<file path="src/rtl/gcmp_timer.sv">
`timescale 1ns/10ps
module gcmp_timer #(
  parameter int CNT_W  = 64,
  parameter int ADDR_W = 8
) (
  input  logic              clk,
  input  logic              rst_n,
  input  logic              wr_en,
  input  logic [ADDR_W-1:0] addr,
  input  logic [31:0]       wdata,
  output logic [31:0]       rdata,
  output logic              irq
);
  localparam int HI_W = CNT_W - 32;
  localparam logic [ADDR_W-1:0] A_CNT_LO  = ADDR_W'('h00);
  localparam logic [ADDR_W-1:0] A_CNT_HI  = ADDR_W'('h04);
  localparam logic [ADDR_W-1:0] A_CNT_ACK = ADDR_W'('h08);
  localparam logic [ADDR_W-1:0] A_CMP_LO  = ADDR_W'('h10);
  localparam logic [ADDR_W-1:0] A_CMP_HI  = ADDR_W'('h14);
  localparam logic [ADDR_W-1:0] A_STEP    = ADDR_W'('h18);
  localparam logic [ADDR_W-1:0] A_CTRL    = ADDR_W'('h20);
  localparam logic [ADDR_W-1:0] A_IRQ_ST  = ADDR_W'('h24);
  localparam logic [ADDR_W-1:0] A_IRQ_EN  = ADDR_W'('h28);
  localparam logic [ADDR_W-1:0] A_ACK     = ADDR_W'('h2C);
  localparam logic [CNT_W-1:0]  ONE       = {{(CNT_W-1){1'b0}}, 1'b1};

  logic [CNT_W-1:0] cnt, cmp;
  logic [31:0]      step;
  logic [2:0]       ctrl;
  logic             irq_st, irq_en;
  logic [3:0]       ack_q, pend;
  logic [1:0]       cnt_ack, cnt_pend;

  wire w_cnt_lo  = wr_en && addr == A_CNT_LO;
  wire w_cnt_hi  = wr_en && addr == A_CNT_HI;
  wire w_cnt_ack = wr_en && addr == A_CNT_ACK;
  wire w_cmp_lo  = wr_en && addr == A_CMP_LO;
  wire w_cmp_hi  = wr_en && addr == A_CMP_HI;
  wire w_step    = wr_en && addr == A_STEP;
  wire w_ctrl    = wr_en && addr == A_CTRL;
  wire w_irq_st  = wr_en && addr == A_IRQ_ST;
  wire w_irq_en  = wr_en && addr == A_IRQ_EN;
  wire w_ack     = wr_en && addr == A_ACK;

  wire              run      = ctrl[0];
  wire              cmp_on   = ctrl[1];
  wire              auto_adv = ctrl[2];
  wire              match    = cmp_on && (cnt == cmp);
  wire [CNT_W-1:0]  step_ext = {{HI_W{1'b0}}, step};

  always_ff @(posedge clk) begin
    if (!rst_n) cnt <= '0;
    else if (w_cnt_lo || w_cnt_hi) begin
      if (w_cnt_lo) cnt[31:0]      <= wdata;
      if (w_cnt_hi) cnt[CNT_W-1:32] <= wdata[HI_W-1:0];
    end else if (run) cnt <= cnt + ONE;
  end

  always_ff @(posedge clk) begin
    if (!rst_n) cmp <= '0;
    else if (w_cmp_lo || w_cmp_hi) begin
      if (w_cmp_lo) cmp[31:0]       <= wdata;
      if (w_cmp_hi) cmp[CNT_W-1:32] <= wdata[HI_W-1:0];
    end else if (match && auto_adv) cmp <= cmp + step_ext;
  end

  always_ff @(posedge clk) begin
    if (!rst_n) begin
      step   <= '0;
      ctrl   <= '0;
      irq_en <= 1'b0;
      irq_st <= 1'b0;
    end else begin
      if (w_step)   step   <= wdata;
      if (w_ctrl)   ctrl   <= wdata[2:0];
      if (w_irq_en) irq_en <= wdata[0];
      irq_st <= match | (irq_st & ~(w_irq_st & wdata[0]));
    end
  end

  always_ff @(posedge clk) begin
    if (!rst_n) begin
      pend     <= '0;
      cnt_pend <= '0;
      ack_q    <= '0;
      cnt_ack  <= '0;
    end else begin
      pend     <= {w_ctrl, w_step, w_cmp_hi, w_cmp_lo};
      cnt_pend <= {w_cnt_hi, w_cnt_lo};
      ack_q    <= pend | (ack_q & ~(w_ack ? wdata[3:0] : 4'b0));
      cnt_ack  <= cnt_pend | (cnt_ack & ~(w_cnt_ack ? wdata[1:0] : 2'b0));
    end
  end

  always_comb begin
    rdata = '0;
    case (addr)
      A_CNT_LO:  rdata = cnt[31:0];
      A_CNT_HI:  rdata = 32'(cnt[CNT_W-1:32]);
      A_CNT_ACK: rdata = {30'b0, cnt_ack};
      A_CMP_LO:  rdata = cmp[31:0];
      A_CMP_HI:  rdata = 32'(cmp[CNT_W-1:32]);
      A_STEP:    rdata = step;
      A_CTRL:    rdata = {29'b0, ctrl};
      A_IRQ_ST:  rdata = {31'b0, irq_st};
      A_IRQ_EN:  rdata = {31'b0, irq_en};
      A_ACK:     rdata = {28'b0, ack_q};
      default:   rdata = '0;
    endcase
  end

  assign irq = irq_st & irq_en;

  p_count_step_r2: assert property (@(posedge clk) disable iff (!rst_n)
    run && !w_cnt_lo && !w_cnt_hi |=> cnt == $past(cnt) + ONE);
  p_count_hold_r2: assert property (@(posedge clk) disable iff (!rst_n)
    !run && !w_cnt_lo && !w_cnt_hi |=> $stable(cnt));
  p_match_flag_r4: assert property (@(posedge clk) disable iff (!rst_n)
    match |=> irq_st);
  p_sticky_r5: assert property (@(posedge clk) disable iff (!rst_n)
    irq_st && !(w_irq_st && wdata[0]) |=> irq_st);
  p_irq_gate_r6: assert property (@(posedge clk) disable iff (!rst_n)
    irq |-> irq_en && irq_st);
  p_auto_step_r7: assert property (@(posedge clk) disable iff (!rst_n)
    match && auto_adv && !w_cmp_lo && !w_cmp_hi |=> cmp == $past(cmp) + $past(step_ext));
  p_ack_ctrl_r8: assert property (@(posedge clk) disable iff (!rst_n)
    w_ctrl |-> ##2 ack_q[3]);
  p_cnt_ack_r9: assert property (@(posedge clk) disable iff (!rst_n)
    w_cnt_lo |-> ##2 cnt_ack[0]);
endmodule

</file>
<file path="config.mk">
export PLATFORM = sky130hd
export DESIGN_NAME = gcmp_timer
export DESIGN_NICKNAME = d
export VERILOG_FILES = /design/src/rtl/gcmp_timer.sv
export SDC_FILE = /design/constraint.sdc
export NUM_CORES = 1
export LEC_CHECK = 0
export ABC_AREA = 1
export CORE_MARGIN = 4
export CORE_UTILIZATION = 43
export CTS_BUF_LIST = sky130_fd_sc_hd__clkbuf_4 sky130_fd_sc_hd__clkbuf_8
export DETAILED_ROUTE_END_ITERATION = 6
export DONT_BUFFER_PORTS = 1
export SLEW_MARGIN = 20
export SYNTH_ARGS = -nofsm -noshare
export SYNTH_HDL_FRONTEND = slang
export SYNTH_SLANG_ARGS = --single-unit
</file>
<file path="constraint.sdc">
create_clock -name clk -period 3.3 [get_ports clk]
set_input_delay 0.165 -clock clk [delete_from_list [all_inputs] [get_ports clk]]
set_output_delay 0.165 -clock clk [all_outputs]
set_load 0.01 [all_outputs]
</file>
==> flow_metrics.env, run 1 <==
export IMPL_status="finished, final reports clean"
export IMPL_startpoint_type="flip-flop"
export IMPL_crit_chain="ha_1, nand2_1, nor2_1, inv_1, nor2_1, nand4_1, nand3b_1, nand2_1, a21oi_1, nor2_1, nor2_1, nor2_1"
export IMPL_crit_required_ps=3740
export IMPL_grt_pass1_wl_um=118000
export IMPL_via_per_inst=5.93
export IMPL_clk_path_buf_depth=2
export IMPL_critical_path_buf_inv_count=1
export IMPL_hold_viol_final=0
export IMPL_dp_cells=3213
export IMPL_clk_pin_slew_ps=110
export IMPL_path_common_cell="nor2_1"
export IMPL_hold_end="cnt_pend[0]"
export IMPL_final_cells=3286
export IMPL_syn_nets=2865
export IMPL_maxCapViolCount=0
export IMPL_grt_max_degree=162
export IMPL_end_kind="flip-flop"
export IMPL_synth_cell_type_count=46
export IMPL_r2r_slack_ps=60
export IMPL_area_growth_pct=8.91
export IMPL_cts_sinks=177
export IMPL_netlist_instances=2788
export IMPL_yosys_top_cells_count="nand2_1 (806), inv_1 (418), nor2_1 (405), dfxtp_1 (177), o21ai_0 (169)"
export IMPL_yosys_most_used_dff="dfxtp_1"
export IMPL_cpMaxStageDelayCell="ha_1"
export IMPL_hp_start="rst_n"
export IMPL_worstMarginPinSlew_ps=1080
export IMPL_crit_path_max_fanout=5
export IMPL_maxSlewViolCount=0
export IMPL_die_w_um=198
export IMPL_dp_hpwl_um=65400
export IMPL_drtPass1Iterations=7
export IMPL_synth_avg_cell_area_um2=5.55
export IMPL_ant_nets=0
export IMPL_vdd_ir_drop_max_uv=516
export IMPL_wl_um=82800
export IMPL_synth_top_cell_area_share_pct=22.9
export IMPL_synth_area_leaders="dfxtp_1 (23%), nand2_1 (20%), inv_1 (10%), nor2_1 (9.8%), o21ai_0 (5.5%)"
export IMPL_period_needed_ps=3240
export IMPL_rsz0062_at_grt="no"
export IMPL_dpl_cell_area_um2=16100
export IMPL_dieArea_um2=39100
export IMPL_ys_ff_latch=177
export IMPL_synth_edf_count=0
export IMPL_gp_congestion=1.08
export IMPL_yosysWarnings=0
export IMPL_whs_path_depth=2
export IMPL_numCtsBuffers=17
export IMPL_io_pins=76
export IMPL_finalSetupTns_ps=0
export IMPL_skew_ps=19.1
export IMPL_pwr_density_cell_nw_per_um2=231
export IMPL_cp_arrival_ps=3680
export IMPL_rr_startpoint="cmp[15]"
export IMPL_netlist_area_um2=15500
export IMPL_vias=19500
export IMPL_yosys_area_top_type="dfxtp_1"
export IMPL_portBuffers=0
export IMPL_setup_viol=0
export IMPL_hold_class="input port to flip-flop"
export IMPL_drive_gt1_share_pct=4.71
export IMPL_fin_area_um2=16800
export IMPL_fp_coreArea_um2=35600
export IMPL_ys_seq_area_share_pct=22.9
export IMPL_synth_most_common_cell="nand2_1"
export IMPL_drc=0
export IMPL_rows=69
export IMPL_overflow=0
export IMPL_grt_total_usage_pct=40.9
export IMPL_dr_first_iter_drc_count=3015
export IMPL_wl_per_cell_um=25.2
export IMPL_fin_crit_sh_pct=98.1
export IMPL_start_util_pct=43.5
export IMPL_cts_setup_buffers=0
export IMPL_fp_dieH_um=198
export IMPL_clkLatencyLatePin_ps=530
export IMPL_p_leak_nw=7.59
export IMPL_fmax_mhz=309
export IMPL_reg2regPathDepth=12
export IMPL_nNetsFinal=2888
export IMPL_antenna_found_initial=1
export IMPL_cts_tree="yes"
export IMPL_critPathKind="flip-flop to flip-flop"
export IMPL_crit_family="simple AND/OR/NAND/NOR gates"
export IMPL_grt_pass1_vias=17300
export IMPL_slowest_delay_ps=450
export IMPL_slew_headroom_pct=27.9
export IMPL_synthArstFlopShare_pct=0
export IMPL_worst_r2r_endpoint="cmp[35]"
export IMPL_cts_root_buf="clkbuf_8"
export IMPL_htree_levels=4
==> cell type report <==
cell class	count	area (µm²)
fillers	4002	18700
inverters	436	1640
flip-flops and latches	177	3540
clock buffers	18	248
repair buffers	96	876
well taps	461	577
clock inverters	13	103
diodes	2	5.00
multi-input cells	2083	9860
==> kinds of logic (layout without fill, tap and decap cells) <==
logic type	after synthesis	in the layout	share of synthesized area, %
compound gates	488	488	17.3
xor+xnor	72	72	4.08
fa+ha+maj	34	34	2.80
buf+inv	528	563	13.4
flops	177	177	22.9
other cells	0	2	0
simple gates	1489	1489	39.6
==> state kept, by name, indices dropped and copies added, names as in the netlist <==
signal    cells
ctrl          3
step         32
cnt_pend      2
ack_q         4
cnt          64
pend          4
cmp          64
irq_en        1
irq_st        1
cnt_ack       2
==> routing by layer <==
layer | vias to the layer above | track usage (%) | wire [µm]
li1 | 8961 | - | -
met1 | 9040 | 56.8 | 34400
met2 | 1293 | 59.6 | 33700
met3 | 188 | 12.5 | 10900
met4 | 2 | 15.5 | 3750
met5 | - | 0 | 40
==> how the worst max path moves through the flow <==
stage	start	to	cells past startpoint
after floorplan	cmp[0]	cmp[28]	14
after global placement	cmp[15]	cmp[35]	12
after detailed placement	cmp[15]	cmp[35]	12
after CTS	cmp[15]	cmp[35]	12
after global routing	cmp[15]	cmp[35]	13
final	cmp[15]	cmp[35]	12
==> metrics by stage <==
step	hold slack [ps]	setup WS [ps]	utilization, %	power (mW)
after floorplan	268	1270	-	2.28
after global placement	276	284	45.2	2.29
after detailed placement	278	309	45.2	2.29
after CTS	16.6	305	47.3	3.88
after global routing	59.8	92.1	47.4	3.98
final	39.3	62.8	47.4	3.89
==> placed cells by master (no fill, tap or decap), types with 4 or more instances in the layout <==
master / instances
a221oi_1: 5
nand4_1: 46
buf_4: 53
nand3b_1: 5
o22ai_1: 33
nor3_1: 46
ha_1: 33
o221ai_1: 26
and3_1: 4
xnor2_1: 24
nor2_1: 405
nand3_1: 144
a21oi_1: 167
clkbuf_8: 18
nor3_2: 4
nor4_1: 5
inv_2: 18
dlygate4sd3_1: 39
or2_2: 4
clkinv_2: 4
inv_6: 4
a31oi_1: 33
o21ai_0: 169
inv_1: 417
xor2_1: 48
nand2_1: 806
dfxtp_1: 177
o21ai_1: 43
nor2_2: 8
==> where the power goes <==
| part | internal [mW] | switching [mW] |
|---|---|---|
| combinational | 0.0612 | 0.143 |
| clock | 0.549 | 0.990 |
| sequential | 2.14 | 0.00925 |
==> what timing repair did <==
| item | 4_1_cts | 5_1_grt |
|---|---|---|
| resized for setup | 0 | 0 |
| endpoints found under the hold margin | 172 | 0 |
| endpoints found under the setup margin | 0 | 0 |
| hold buffers | 40 | 0 |
Note: power is estimated with default switching activity, not from simulation.
==> run 2, diff against run 1 <==
CELL_PAD_IN_SITES_DETAIL_PLACEMENT = 1   (was not set)
CELL_PAD_IN_SITES_GLOBAL_PLACEMENT = 2   (was not set)
CORE_UTILIZATION = 37   (was 43)
PLACE_DENSITY_LB_ADDON = 0.1   (was not set)
==> run 2 against run 1 <==
  * Via count up 2.1%
  * Critical path depth down 3
  * Non-clock buffer count up 14
  * Die area up 16%
  * Wire length up 9.4%
  * Total power up 7.4%
  * Highest routed layer is now met4
==> flow_metrics.env, run 2 (same netlist as run 1, synthesis figures left out) <==
export IMPL_cp_depth=9
export IMPL_crit_chain="dlygate4sd3_1, nor3_4, nand3_2, inv_2, nand2_1, nand2_1, buf_4, o21ai_0, a31oi_1"
export IMPL_final_cell_mix="nand2_1 (806), inv_1 (418), nor2_1 (405), dfxtp_1 (177), o21ai_0 (169)"
export IMPL_startpoint="addr[5]"
export IMPL_fp_coreArea_um2=41100
export IMPL_hold_class="input port to flip-flop"
export IMPL_fmax_mhz=319
export IMPL_drc=0
export IMPL_clk_path_buf_depth=2
export IMPL_wl_um=90500
export IMPL_grt_total_usage_pct=39.3
export IMPL_fin_area_um2=17100
export IMPL_final_common_cell="nand2_1"
export IMPL_path_common_cell="nand2_1"
export IMPL_cts_tree="yes"
export IMPL_worstMarginPinSlew_ps=986
export IMPL_maxCapViolCount=0
export IMPL_antenna_found_initial=4
export IMPL_vias=19900
export IMPL_pwr_density_cell_nw_per_um2=244
export IMPL_clkLatencyLatePin_ps=570
export IMPL_cts_root_buf="clkbuf_8"
export IMPL_cpMaxStageDelayCell="a31oi_1"
export IMPL_nNetsFinal=2902
export IMPL_whs_path_depth=2
export IMPL_grt_pass1_vias=19300
export IMPL_setup_viol=0
export IMPL_gp_congestion=1.03
export IMPL_worst_r2r_endpoint="cmp[49]"
export IMPL_clk_pin_slew_ps=110
export IMPL_status="finished, final reports clean"
export IMPL_hold_viol_final=0
export IMPL_overflow=0
export IMPL_dieArea_um2=45100
export IMPL_crit_path_max_fanout=28
export IMPL_slew_headroom_pct=33.8
export IMPL_top_regs="cmp: 64 flops, cnt: 64 flops, step: 32 flops"
export IMPL_slowest_delay_ps=590
export IMPL_fp_dieH_um=212
export IMPL_wl_per_cell_um=26.9
export IMPL_via_per_inst=5.90
export IMPL_r2r_slack_ps=470
export IMPL_vdd_ir_drop_max_uv=318
export IMPL_p_leak_nw=7.68
export IMPL_portBuffers=0
export IMPL_cts_sinks=177
export IMPL_finalSetupTns_ps=0
export IMPL_dr_first_iter_drc_count=2062
export IMPL_io_pins=76
export IMPL_critical_path_buf_inv_count=3
export IMPL_period_needed_ps=3130
export IMPL_drive_gt1_share_pct=5.21
export IMPL_critPathKind="input port to flip-flop"
export IMPL_area_growth_pct=10.7
export IMPL_startpoint_type="input port"
export IMPL_fin_crit_sh_pct=94.9
export IMPL_grt_pass1_wl_um=130000
export IMPL_htree_levels=4
export IMPL_dp_hpwl_um=73200
export IMPL_reg2regPathDepth=12
export IMPL_numCtsBuffers=17
export IMPL_ant_nets=0
export IMPL_cp_arrival_ps=3530
export IMPL_crit_end="cnt[31]"
export IMPL_rsz0062_at_grt="no"
export IMPL_fillers=5780
export IMPL_start_util_pct=37.6
export IMPL_crit_required_ps=3700
export IMPL_end_kind="flip-flop"
export IMPL_dpl_cell_area_um2=16300
export IMPL_rr_startpoint="cmp[36]"
export IMPL_crit_family="buffers and inverters"
export IMPL_rows=74
export IMPL_final_util_pct=41.6
export IMPL_maxSlewViolCount=0
export IMPL_skew_ps=18.1
export IMPL_grt_max_degree=162
export IMPL_die_w_um=212
export IMPL_drtPass1Iterations=5
[run 2: routing by layer]
layer  GRT usage, %  vias to the layer above  share of wire [%]
met5              0                        -                  0
met4           15.5                        0                4.5
met3           9.15                      194                9.9
met2           59.4                     1007                 42
met1           54.4                     9716                 43
li1               -                     8969                  -
[run 2: power breakdown]
group | internal (mW) | switching, mW
clock | 0.830 | 0.995
sequential | 2.14 | 0.00943
combinational | 0.0615 | 0.145
[run 2: worst min path at each step]
stage | end | startpoint
finish | cnt_pend[0] | rst_n
detailed placement | step[0] | wdata[0]
floorplan | ctrl[0] | wdata[0]
global route | cnt_pend[0] | rst_n
CTS | ack_q[3] | rst_n
global placement | ctrl[0] | wdata[0]
[run 2: worst reg2reg max path: stages, from the launching register on]
cell     delay, ps
dfxtp_1        690
inv_1          220
nand2_1        110
nand3_1         80
nor2_1         110
nand2_1         60
nor2_1         280
nand4_4        350
nand2_4        330
buf_12         230
nand2_1         90
nor2_1         120
nor2_1          70
[run 2: per-stage QoR]
step / hold slack [ps] / power (mW) / instances / setup WS, ps
2_1_floorplan: 268 / 2.28 / 2788 / 1270
3_3_place_gp: 274 / 2.29 / 3299 / 192
3_5_place_dp: 281 / 2.30 / 3299 / 228
4_1_cts: 14.9 / 4.18 / 3370 / 280
5_1_grt: 47.4 / 4.27 / 3371 / 90.6
6_report: 44.9 / 4.18 / 3372 / 167
[run 2: what timing repair did]
item	4_1_cts	5_1_grt
resized for setup	0	0
hold endpoints to repair	174	0
buffers inserted	0	0
hold buffers	39	0
[run 2: cell type report]
class	instances	area (µm²)	share of cell area, %
Antenna cell	2	5.00	0.0292
Clock buffer	18	241	1.41
Clock inverter	14	189	1.10
Inverter	436	1640	9.56
Multi-Input combinational cell	2083	9860	57.6
Sequential cell	177	3540	20.7
Tap cell	532	666	3.89
Timing Repair Buffer	110	978	5.72
